File: src/rtl/idf_pkg.sv
package idf_pkg;

    localparam int ADDR_W = 32;
    localparam int OFFS_W = 2;
    localparam int WORD_W = ADDR_W - OFFS_W;

    typedef enum logic {
        KIND_LOAD  = 1'b0,
        KIND_STORE = 1'b1
    } kind_e;

    typedef enum logic {
        MODE_ADDR = 1'b0,
        MODE_LOCK = 1'b1
    } mode_e;

    typedef struct packed {
        logic [WORD_W-1:0] word;
        kind_e             kind;
    } key_t;

    typedef struct packed {
        logic vld;
        key_t key;
    } entry_t;

    function automatic key_t make_key(logic [ADDR_W-1:0] addr, kind_e kind);
        key_t k;
        k.word = addr[ADDR_W-1:OFFS_W];
        k.kind = kind;
        return k;
    endfunction

    function automatic logic key_hit(entry_t e, key_t k, mode_e m);
        return e.vld && (e.key.word == k.word) &&
               ((m == MODE_ADDR) || (e.key.kind == k.kind));
    endfunction

endpackage

File: src/rtl/idf_store.sv
module idf_store
    import idf_pkg::*;
#(
    parameter int SETS  = 16,
    parameter int WAYS  = 4,
    parameter int IDX_W = 4,
    parameter int WAY_W = 2,
    parameter int AGE_W = 2
) (
    input  logic                       clk,
    input  logic                       rst,
    input  logic                       clear,
    input  logic [IDX_W-1:0]           set_idx,
    input  logic                       upd_en,
    input  logic [WAYS-1:0][AGE_W-1:0] upd_ages,
    input  logic                       fill_en,
    input  logic [WAY_W-1:0]           fill_way,
    input  key_t                       fill_key,
    output entry_t [WAYS-1:0]          rd_row,
    output logic [WAYS-1:0][AGE_W-1:0] rd_ages
);

    entry_t           row_q [SETS][WAYS];
    logic [AGE_W-1:0] age_q [SETS][WAYS];

    always_comb begin
        for (int w = 0; w < WAYS; w++) begin
            rd_row[w]  = row_q[set_idx][w];
            rd_ages[w] = age_q[set_idx][w];
        end
    end

    always_ff @(posedge clk) begin
        if (rst || clear) begin
            for (int s = 0; s < SETS; s++) begin
                for (int w = 0; w < WAYS; w++) begin
                    row_q[s][w].vld <= 1'b0;
                    age_q[s][w]     <= AGE_W'(w);
                end
            end
        end else begin
            if (upd_en) begin
                for (int w = 0; w < WAYS; w++) begin
                    age_q[set_idx][w] <= upd_ages[w];
                end
            end
            if (fill_en) begin
                row_q[set_idx][fill_way].vld <= 1'b1;
                row_q[set_idx][fill_way].key <= fill_key;
            end
        end
    end

endmodule

File: src/rtl/idf_match.sv
module idf_match
    import idf_pkg::*;
#(
    parameter int WAYS  = 4,
    parameter int WAY_W = 2,
    parameter int AGE_W = 2
) (
    input  entry_t [WAYS-1:0]          row,
    input  logic [WAYS-1:0][AGE_W-1:0] ages,
    input  key_t                       key,
    input  mode_e                      mode,
    output logic                       hit,
    output logic [WAY_W-1:0]           victim_way,
    output logic [WAYS-1:0][AGE_W-1:0] new_ages
);

    logic             have_free;
    logic [WAY_W-1:0] hit_way;
    logic [WAY_W-1:0] free_way;
    logic [WAY_W-1:0] old_way;
    logic [WAY_W-1:0] touch_way;
    logic [AGE_W-1:0] pivot;

    always_comb begin
        hit     = 1'b0;
        hit_way = '0;
        for (int w = 0; w < WAYS; w++) begin
            if (!hit && key_hit(row[w], key, mode)) begin
                hit     = 1'b1;
                hit_way = WAY_W'(w);
            end
        end

        have_free = 1'b0;
        free_way  = '0;
        for (int w = 0; w < WAYS; w++) begin
            if (!have_free && !row[w].vld) begin
                have_free = 1'b1;
                free_way  = WAY_W'(w);
            end
        end

        old_way = '0;
        for (int w = 0; w < WAYS; w++) begin
            if (ages[w] == AGE_W'(WAYS - 1)) begin
                old_way = WAY_W'(w);
            end
        end

        victim_way = have_free ? free_way : old_way;
        touch_way  = hit ? hit_way : victim_way;
        pivot      = ages[touch_way];

        for (int w = 0; w < WAYS; w++) begin
            if (WAY_W'(w) == touch_way) begin
                new_ages[w] = '0;
            end else if (ages[w] < pivot) begin
                new_ages[w] = ages[w] + AGE_W'(1);
            end else begin
                new_ages[w] = ages[w];
            end
        end
    end

endmodule

File: src/rtl/idem_filter.sv
module idem_filter
    import idf_pkg::*;
#(
    parameter int ENTRIES = 64,
    parameter int WAYS    = 4
) (
    input  logic              clk,
    input  logic              rst,
    input  logic              lock_mode,
    input  logic              evt_valid,
    input  logic [ADDR_W-1:0] evt_addr,
    input  logic              evt_is_store,
    input  logic              inval,
    output logic              dlv_valid,
    output logic [ADDR_W-1:0] dlv_addr,
    output logic              dlv_is_store,
    output logic              drop_flag
);

    localparam int SETS  = ENTRIES / WAYS;
    localparam int IDX_W = (SETS > 1) ? $clog2(SETS) : 1;
    localparam int WAY_W = (WAYS > 1) ? $clog2(WAYS) : 1;
    localparam int AGE_W = WAY_W;

    key_t                       cur_key;
    mode_e                      cur_mode;
    logic [IDX_W-1:0]           cur_set;
    entry_t [WAYS-1:0]          row;
    logic [WAYS-1:0][AGE_W-1:0] ages;
    logic [WAYS-1:0][AGE_W-1:0] next_ages;
    logic                       hit;
    logic [WAY_W-1:0]           victim;
    logic                       accept;

    assign cur_key  = make_key(evt_addr, kind_e'(evt_is_store));
    assign cur_mode = mode_e'(lock_mode);
    assign cur_set  = cur_key.word[IDX_W-1:0];
    assign accept   = evt_valid && !inval;

    idf_store #(
        .SETS  (SETS),
        .WAYS  (WAYS),
        .IDX_W (IDX_W),
        .WAY_W (WAY_W),
        .AGE_W (AGE_W)
    ) u_store (
        .clk      (clk),
        .rst      (rst),
        .clear    (inval),
        .set_idx  (cur_set),
        .upd_en   (accept),
        .upd_ages (next_ages),
        .fill_en  (accept && !hit),
        .fill_way (victim),
        .fill_key (cur_key),
        .rd_row   (row),
        .rd_ages  (ages)
    );

    idf_match #(
        .WAYS  (WAYS),
        .WAY_W (WAY_W),
        .AGE_W (AGE_W)
    ) u_match (
        .row        (row),
        .ages       (ages),
        .key        (cur_key),
        .mode       (cur_mode),
        .hit        (hit),
        .victim_way (victim),
        .new_ages   (next_ages)
    );

    always_ff @(posedge clk) begin
        if (rst) begin
            dlv_valid    <= 1'b0;
            drop_flag    <= 1'b0;
            dlv_addr     <= '0;
            dlv_is_store <= 1'b0;
        end else begin
            dlv_valid <= evt_valid && (inval || !hit);
            drop_flag <= accept && hit;
            if (evt_valid) begin
                dlv_addr     <= evt_addr;
                dlv_is_store <= evt_is_store;
            end
        end
    end

endmodule

File: config.mk
export PLATFORM = sky130hd
export DESIGN_NAME = idem_filter
export DESIGN_NICKNAME = d
export VERILOG_FILES = /design/src/rtl/idf_pkg.sv /design/src/rtl/idf_store.sv /design/src/rtl/idf_match.sv /design/src/rtl/idem_filter.sv
export SDC_FILE = /design/constraint.sdc
export NUM_CORES = 2
export LEC_CHECK = 0
export CAP_MARGIN = 40
export CORE_ASPECT_RATIO = 0.9
export CORE_MARGIN = 10
export CORE_UTILIZATION = 41
export DETAILED_ROUTE_END_ITERATION = 12
export PLACE_DENSITY = 0.59
export SYNTH_ARGS = -nofsm -noshare
export SYNTH_HDL_FRONTEND = slang
export SYNTH_SLANG_ARGS = --single-unit
File: constraint.sdc
create_clock -name clk -period 11.8 [get_ports clk]
set_input_delay 2.36 -clock clk [delete_from_list [all_inputs] [get_ports clk]]
set_output_delay 2.36 -clock clk [all_outputs]
set_load 0.01 [all_outputs]
Word level (Yosys, flattened, before mapping)
Memory sizes are Yosys's and may differ from the RTL's.
Index checks and enable logic that the tools add are counted.
{ "totals": {"mem_bits_rw": 2176, "regBits": 35, "memories": 2, "wordCells": 375, "out_inout_bits": 35, "in_bits": 38} }
{ "memory_table": {"columns": ["memory", "depth", "word_bits", "rd", "rd_clocked_by_memory_dff", "wr", "line", "rtl"], "rows": [
  ["u_store.row_q", 16, 128, 1, 0, 16, "idf_store.sv:23", "entry_t row_q [SETS][WAYS];"],
  ["u_store.age_q", 16, 8, 1, 0, 16, "idf_store.sv:24", "logic [AGE_W-1:0] age_q [SETS][WAYS];"]
]} }
{ "classes": {"n_mux": 176, "bitwise": 130, "n_lt_le_gt_ge": 7, "add_sub_neg": 4, "n_reduce_logical": 38, "n_eq_ne": 14} }
{ "op_table": {"columns": ["op", "n"], "rows": [
  ["2-to-1 mux 128 bit", 4],
  ["2-to-1 mux 1 bit", 147],
  ["demux 32 bit (select 2 bit)", 2],
  ["bitwise OR 1 bit", 128],
  ["OR reduction 128 bit", 1],
  ["equality test 30 bit", 4],
  ["2-to-1 mux 2 bit", 17],
  ["2-to-1 mux 32 bit", 1],
  ["2-to-1 mux 31 bit", 1],
  ["logical AND 1 bit", 19],
  ["logical NOT 1 bit", 10],
  ["adder 2 x 1 -> 2 bit, second input constant", 4],
  ["< comparator 2 bit", 4],
  ["2-to-1 mux 4 bit", 2],
  ["2-to-1 mux 8 bit", 1],
  ["OR reduction 8 bit", 1],
  ["equality test 2 bit, second input constant", 3],
  ["logical OR 1 bit", 6],
  ["binary-select mux 2 bit (select 2 bit)", 1],
  ["equality test 1 bit", 4],
  ["equality test 2 bit, first input constant", 2],
  [">= comparator 3 bit, second input constant", 1],
  ["< comparator 2 x 3 -> 1 bit, second input constant", 1],
  ["< comparator 3 x 1 -> 1 bit, second input constant", 1],
  ["other kinds (4)", 4]
]} }

Longest topological paths before layout
An unclocked memory read counts as a cell.
{ "logic_depth": {"ltp_word": 22, "mapped_depth": 30, "depth_no_buf": 19} }

By module
From an unflattened synthesis, not the netlist that was laid out.
{ "hier_totals": {"cells_unflattened": 4181, "hier_area_um2": 86016.2} }
{ "modules_own_cells": {"columns": ["module", "n_inst", "seq_area_each_um2", "area_each_um2", "cells_each"], "rows": [
  ["idf_store", 1, 64702.1, 82380.3, 3758],
  ["idf_match", 1, 0.0, 2348.5, 309],
  ["idem_filter", 1, 700.7, 1287.5, 114]
]} }

Least setup slack after synthesis
Ideal clock, no wire load.
{ "synth_timing": {"path_type": "input -> register", "startpoint": "in evt_addr[2]", "endpoint": "mem u_store.row_q[10][64] in the netlist's numbering, enable pin", "setup_ps": 421, "arrival_ps": 8198, "n_path_buf": 12, "slack_ps": 3182, "t_required_ps": 11379, "stages": 21, "path_cell_list": "buf_6 > buf_6 > buf_6 > buf_6 > buf_4 > buf_4 > buf_4 > buf_4 > buf_2 > buf_2 > mux4_2 > mux4_2 > ha_1 > nor4_1 > nor3_1 > inv_1 > nand3_1 > or3_1 > clkbuf_1 > clkbuf_1 > nor2_1"} }
{ "synth_rtl": {"columns": ["item", "line", "rtl"], "rows": [
  ["from (decl)", "idem_filter.sv:11", "input logic [ADDR_W-1:0] evt_addr,"],
  ["to (decl)", "idf_store.sv:23", null]
]} }

==> results.md <==
- Clock Latency Late Sink: 870 ps
- Largest net degree at the start of global routing: 141
- Num rows: 161
- Fillcell total: 17900
- Crit path launch type: input pin
- EDFF count, synth: 2112
- Routed WL per cell: 31.6 um
- Post-synth top cells: edfxtp_1, mux4_2, mux2i_1, nor2_1, nand2_1
- Drt initial violations: 5717
- Core area: 214000 sq um
- GR Util All Layers: 0.208
- Deepest level of the CTS H-tree: 4
- # IOs: 73
- XOR/XNOR Fraction of Synth Area: 0.0101
- Period minus WS final: 8710 ps
- Final worst setup slack: 3090 ps
- CTS tree: built
- CTS buffer count: 215
- Initial antenna violation count: 6
- # hold bufs at CTS: 0
- CP Cell Sequence: buf_8 > buf_4 > buf_4 > mux4_2 > mux2i_1 > o21ai_0 > mux4_2 > or4_1 > nor4_4 > nor2_1 > nand3_1 > o221ai_1 > a21oi_1 > ha_1 > nor2_1 > nand2_1 > xnor2_1 > nand3_1 > nor2_1
- R2R depth: 17
- Post-CTS setup buffer count: 0
- Compound-gate portion of the synthesized area: 0.0384
- Pwr Total: 16.6 mW
- Chip height: 461 um
- Post-Syn Instances: 4597
- Clock skew: 73.8 ps
- Crit path to: u_store.age_q[5][7]$_SDFFCE_PN0P_
- # Max-Cap Violations: 0
- Flop2flop setup slack: 5770 ps
- Worst path arrival time: 9390 ps
- Slew @ Worst Pin: 1130 ps
- DP Worst Slack: 2320 ps
- YS warnings: 0
- Lkg Pwr: 32.5 nW
- Worst reg2reg path startpoint: u_store.row_q[2][17]$_DFFE_PP_
- Drt via density: 5.97
- Mapped Nets: 4642
- Max IR drop VDD: 0.146 mV
- Number of global-route vias before repair: 46600
- Critical Path Source: evt_addr[3]
- Largest family of logic cells by synthesized area: multiplexers
- Critical path required time: 12480 ps
- Top cell by count, worst path: nor2_1
- Layout cells sized above 1: 0.226
- Crit path max fanout: 44
- Clock tree root buffer cell: clkbuf_16
- Slowest cell on the critical path: nor4_4
- Min Hold Slack: 446 ps
- Hpwl dp: 143000 um
- Die Area: 235000 sq um
- PwrDens: 165 nW/um^2
- Count leader, synth: edfxtp_1
- Post-synth ARST share: 0
- Post-synthesis adder-cell area fraction: 0.000990
- Drt pass-1 iters: 5
- Synth Flop Type: edfxtp_1
- Reg-to-reg endpoint: u_store.age_q[5][7]$_SDFFCE_PN0P_
- Clk sink count: 2211
- Total Wirelength: 248000 um
- Via count: 46800
- Initial Util: 0.413
- Min-delay worst type: reg -> reg
- Critical path type: in -> reg
- Post-Synth Simple-Gate Area: 0.0404
- Cell taking the most area after synthesis: edfxtp_1
- Area Growth Syn to Fin: 13.6%
- Post-route setup TNS: 0 ps
- Post-Syn Area per Cell: 19.3 sq um
- Synth top area share: 0.717
- Post-synthesis cell area: 88500 sq um
- Post-Layout Cell Count: 7849
- Unrepaired setup endpoints after global routing: no
- Distinct cells, synth: 97
- Clock transition at path regs: 60 ps
- Relative slew slack: 0.249
- Remaining antenna violation count: 0
- Post-cts sizing count: 0
- Crit-path max cell delay: 750 ps
- DRC: 0
- Die W: 510 um
- Mux contribution to synthesized area: 0.151
- Crit end category: flop
- I/O Buffers: 72
- Fmax: 0.115 GHz
- Final setup vio count: 0
- Final hold viol count: 0
- Period utilization: 0.738
- Nets@finish: 4851
- Wire length of the first global-routing pass: 352000 um
- Final max-slew violation count: 0
- Status: finished, final reports clean
- GRT overflow: 0
- Dpl cells: 7440
- Share of the yosys chip area belonging to registers: 0.739
- Worst-case clock buffer depth: 3
- Routability cong.: 0.822
- Largest cells by area after synthesis: edfxtp_1, mux4_2, mux2i_1, dfxtp_1, nor2_1
- Flops & latches, synth: 2211
-- how the worst min path moves through the flow --
stage	cells past startpoint	to	slack, ps	from
floorplan	1	u_store.row_q[10][127]$_DFF_P_	420	u_store.row_q[10][127]$_DFF_P_
global placement	1	u_store.row_q[7][127]$_DFF_P_	430	u_store.row_q[7][127]$_DFF_P_
detailed placement	1	u_store.row_q[10][31]$_DFF_P_	430	u_store.row_q[10][31]$_DFF_P_
CTS	1	u_store.row_q[10][31]$_DFF_P_	450	u_store.row_q[10][31]$_DFF_P_
global route	1	u_store.row_q[11][63]$_DFF_P_	460	u_store.row_q[11][63]$_DFF_P_
finish	1	u_store.row_q[10][31]$_DFF_P_	450	u_store.row_q[10][31]$_DFF_P_
-- metal layers --
| metal | share of wire | global-route usage |
|---|---|---|
| met4 | 0.021 | 0.0457 |
| met1 | 0.44 | 0.306 |
| met5 | 0.000052 | 0 |
| met3 | 0.081 | 0.0390 |
| met2 | 0.46 | 0.322 |
-- cells by family after synthesis --
| kind of cell | after synthesis |
|---|---|
| flip-flops | 2211 |
| adder cells (fa/ha/maj) | 7 |
| buffers and inverters | 302 |
| XOR/XNOR | 102 |
| AND/OR/NAND/NOR | 722 |
| AO/OA/AOI/OAI | 457 |
| multiplexers | 796 |
-- layout make-up --
cell class                 count  area (sq um)  share of cell area
tap                         2852          3570              0.0355
inverter                      33           130             0.00129
antenna                        4          10.0           0.0000996
sequential                  2211         65400               0.651
multi-input combinational   2084         21900               0.218
clock inverter               136          1480              0.0147
clock buffer                 268          5730              0.0570
timing repair buffer         261          2320              0.0231
-- cell usage in the layout, fill, tap and decap left out, types with 15 or more instances in the layout --
cell and instances:
clkinv_1 49, a221oi_1 18, mux2_2 44, nand4_1 33, nor4_1 16, clkinv_2 42, o211ai_1 17, nor2_1 173
edfxtp_1 2112, nand2_1 167, buf_2 22, mux4_2 427, a22oi_1 94, bufinv_16 24, inv_1 26, nor2_4 67
clkbuf_1 40, buf_4 175, xnor2_1 88, o22ai_1 37, clkdlybuf4s50_1 39, nand3_1 75, nor3_1 36, dfxtp_1 99
a22o_1 18, o21ai_0 37, clkbuf_16 217, nand2b_1 18, a21o_1 72, mux2i_1 325, and3_1 15, a21oi_1 28
-- metrics by stage --
step	util	instance area (sq um)
finish	0.469	101000
global route	0.469	100000
CTS	0.469	100000
detailed placement	0.435	93300
global placement	0.434	93000
floorplan	-	88500
-- state kept, by name (all words and copies together) (netlist names) --
name,count
dlv_addr,32
dlv_is_store,1
dlv_valid,1
drop_flag,1
u_store.age_q,128
u_store.row_q,2048
-- where the power goes --
group	switching, mW	internal (mW)	total, mW
clock network	3.01	3.99	7.00
logic	0.661	0.332	0.992
registers	0.00910	8.61	8.62
total	3.68	12.9	16.6
-- critical path, delay by kind of cell --
family                     cells  cell delay, ps
and+or+nand+nor                8            2870
buffers and inverters          3            1440
muxes                          3            1440
AOI/OAI and AO/OA              3             650
adders and majority gates      1             320
xor gates and xnor gates       1             170
No activity file was read; power rests on OpenSTA's default activity.
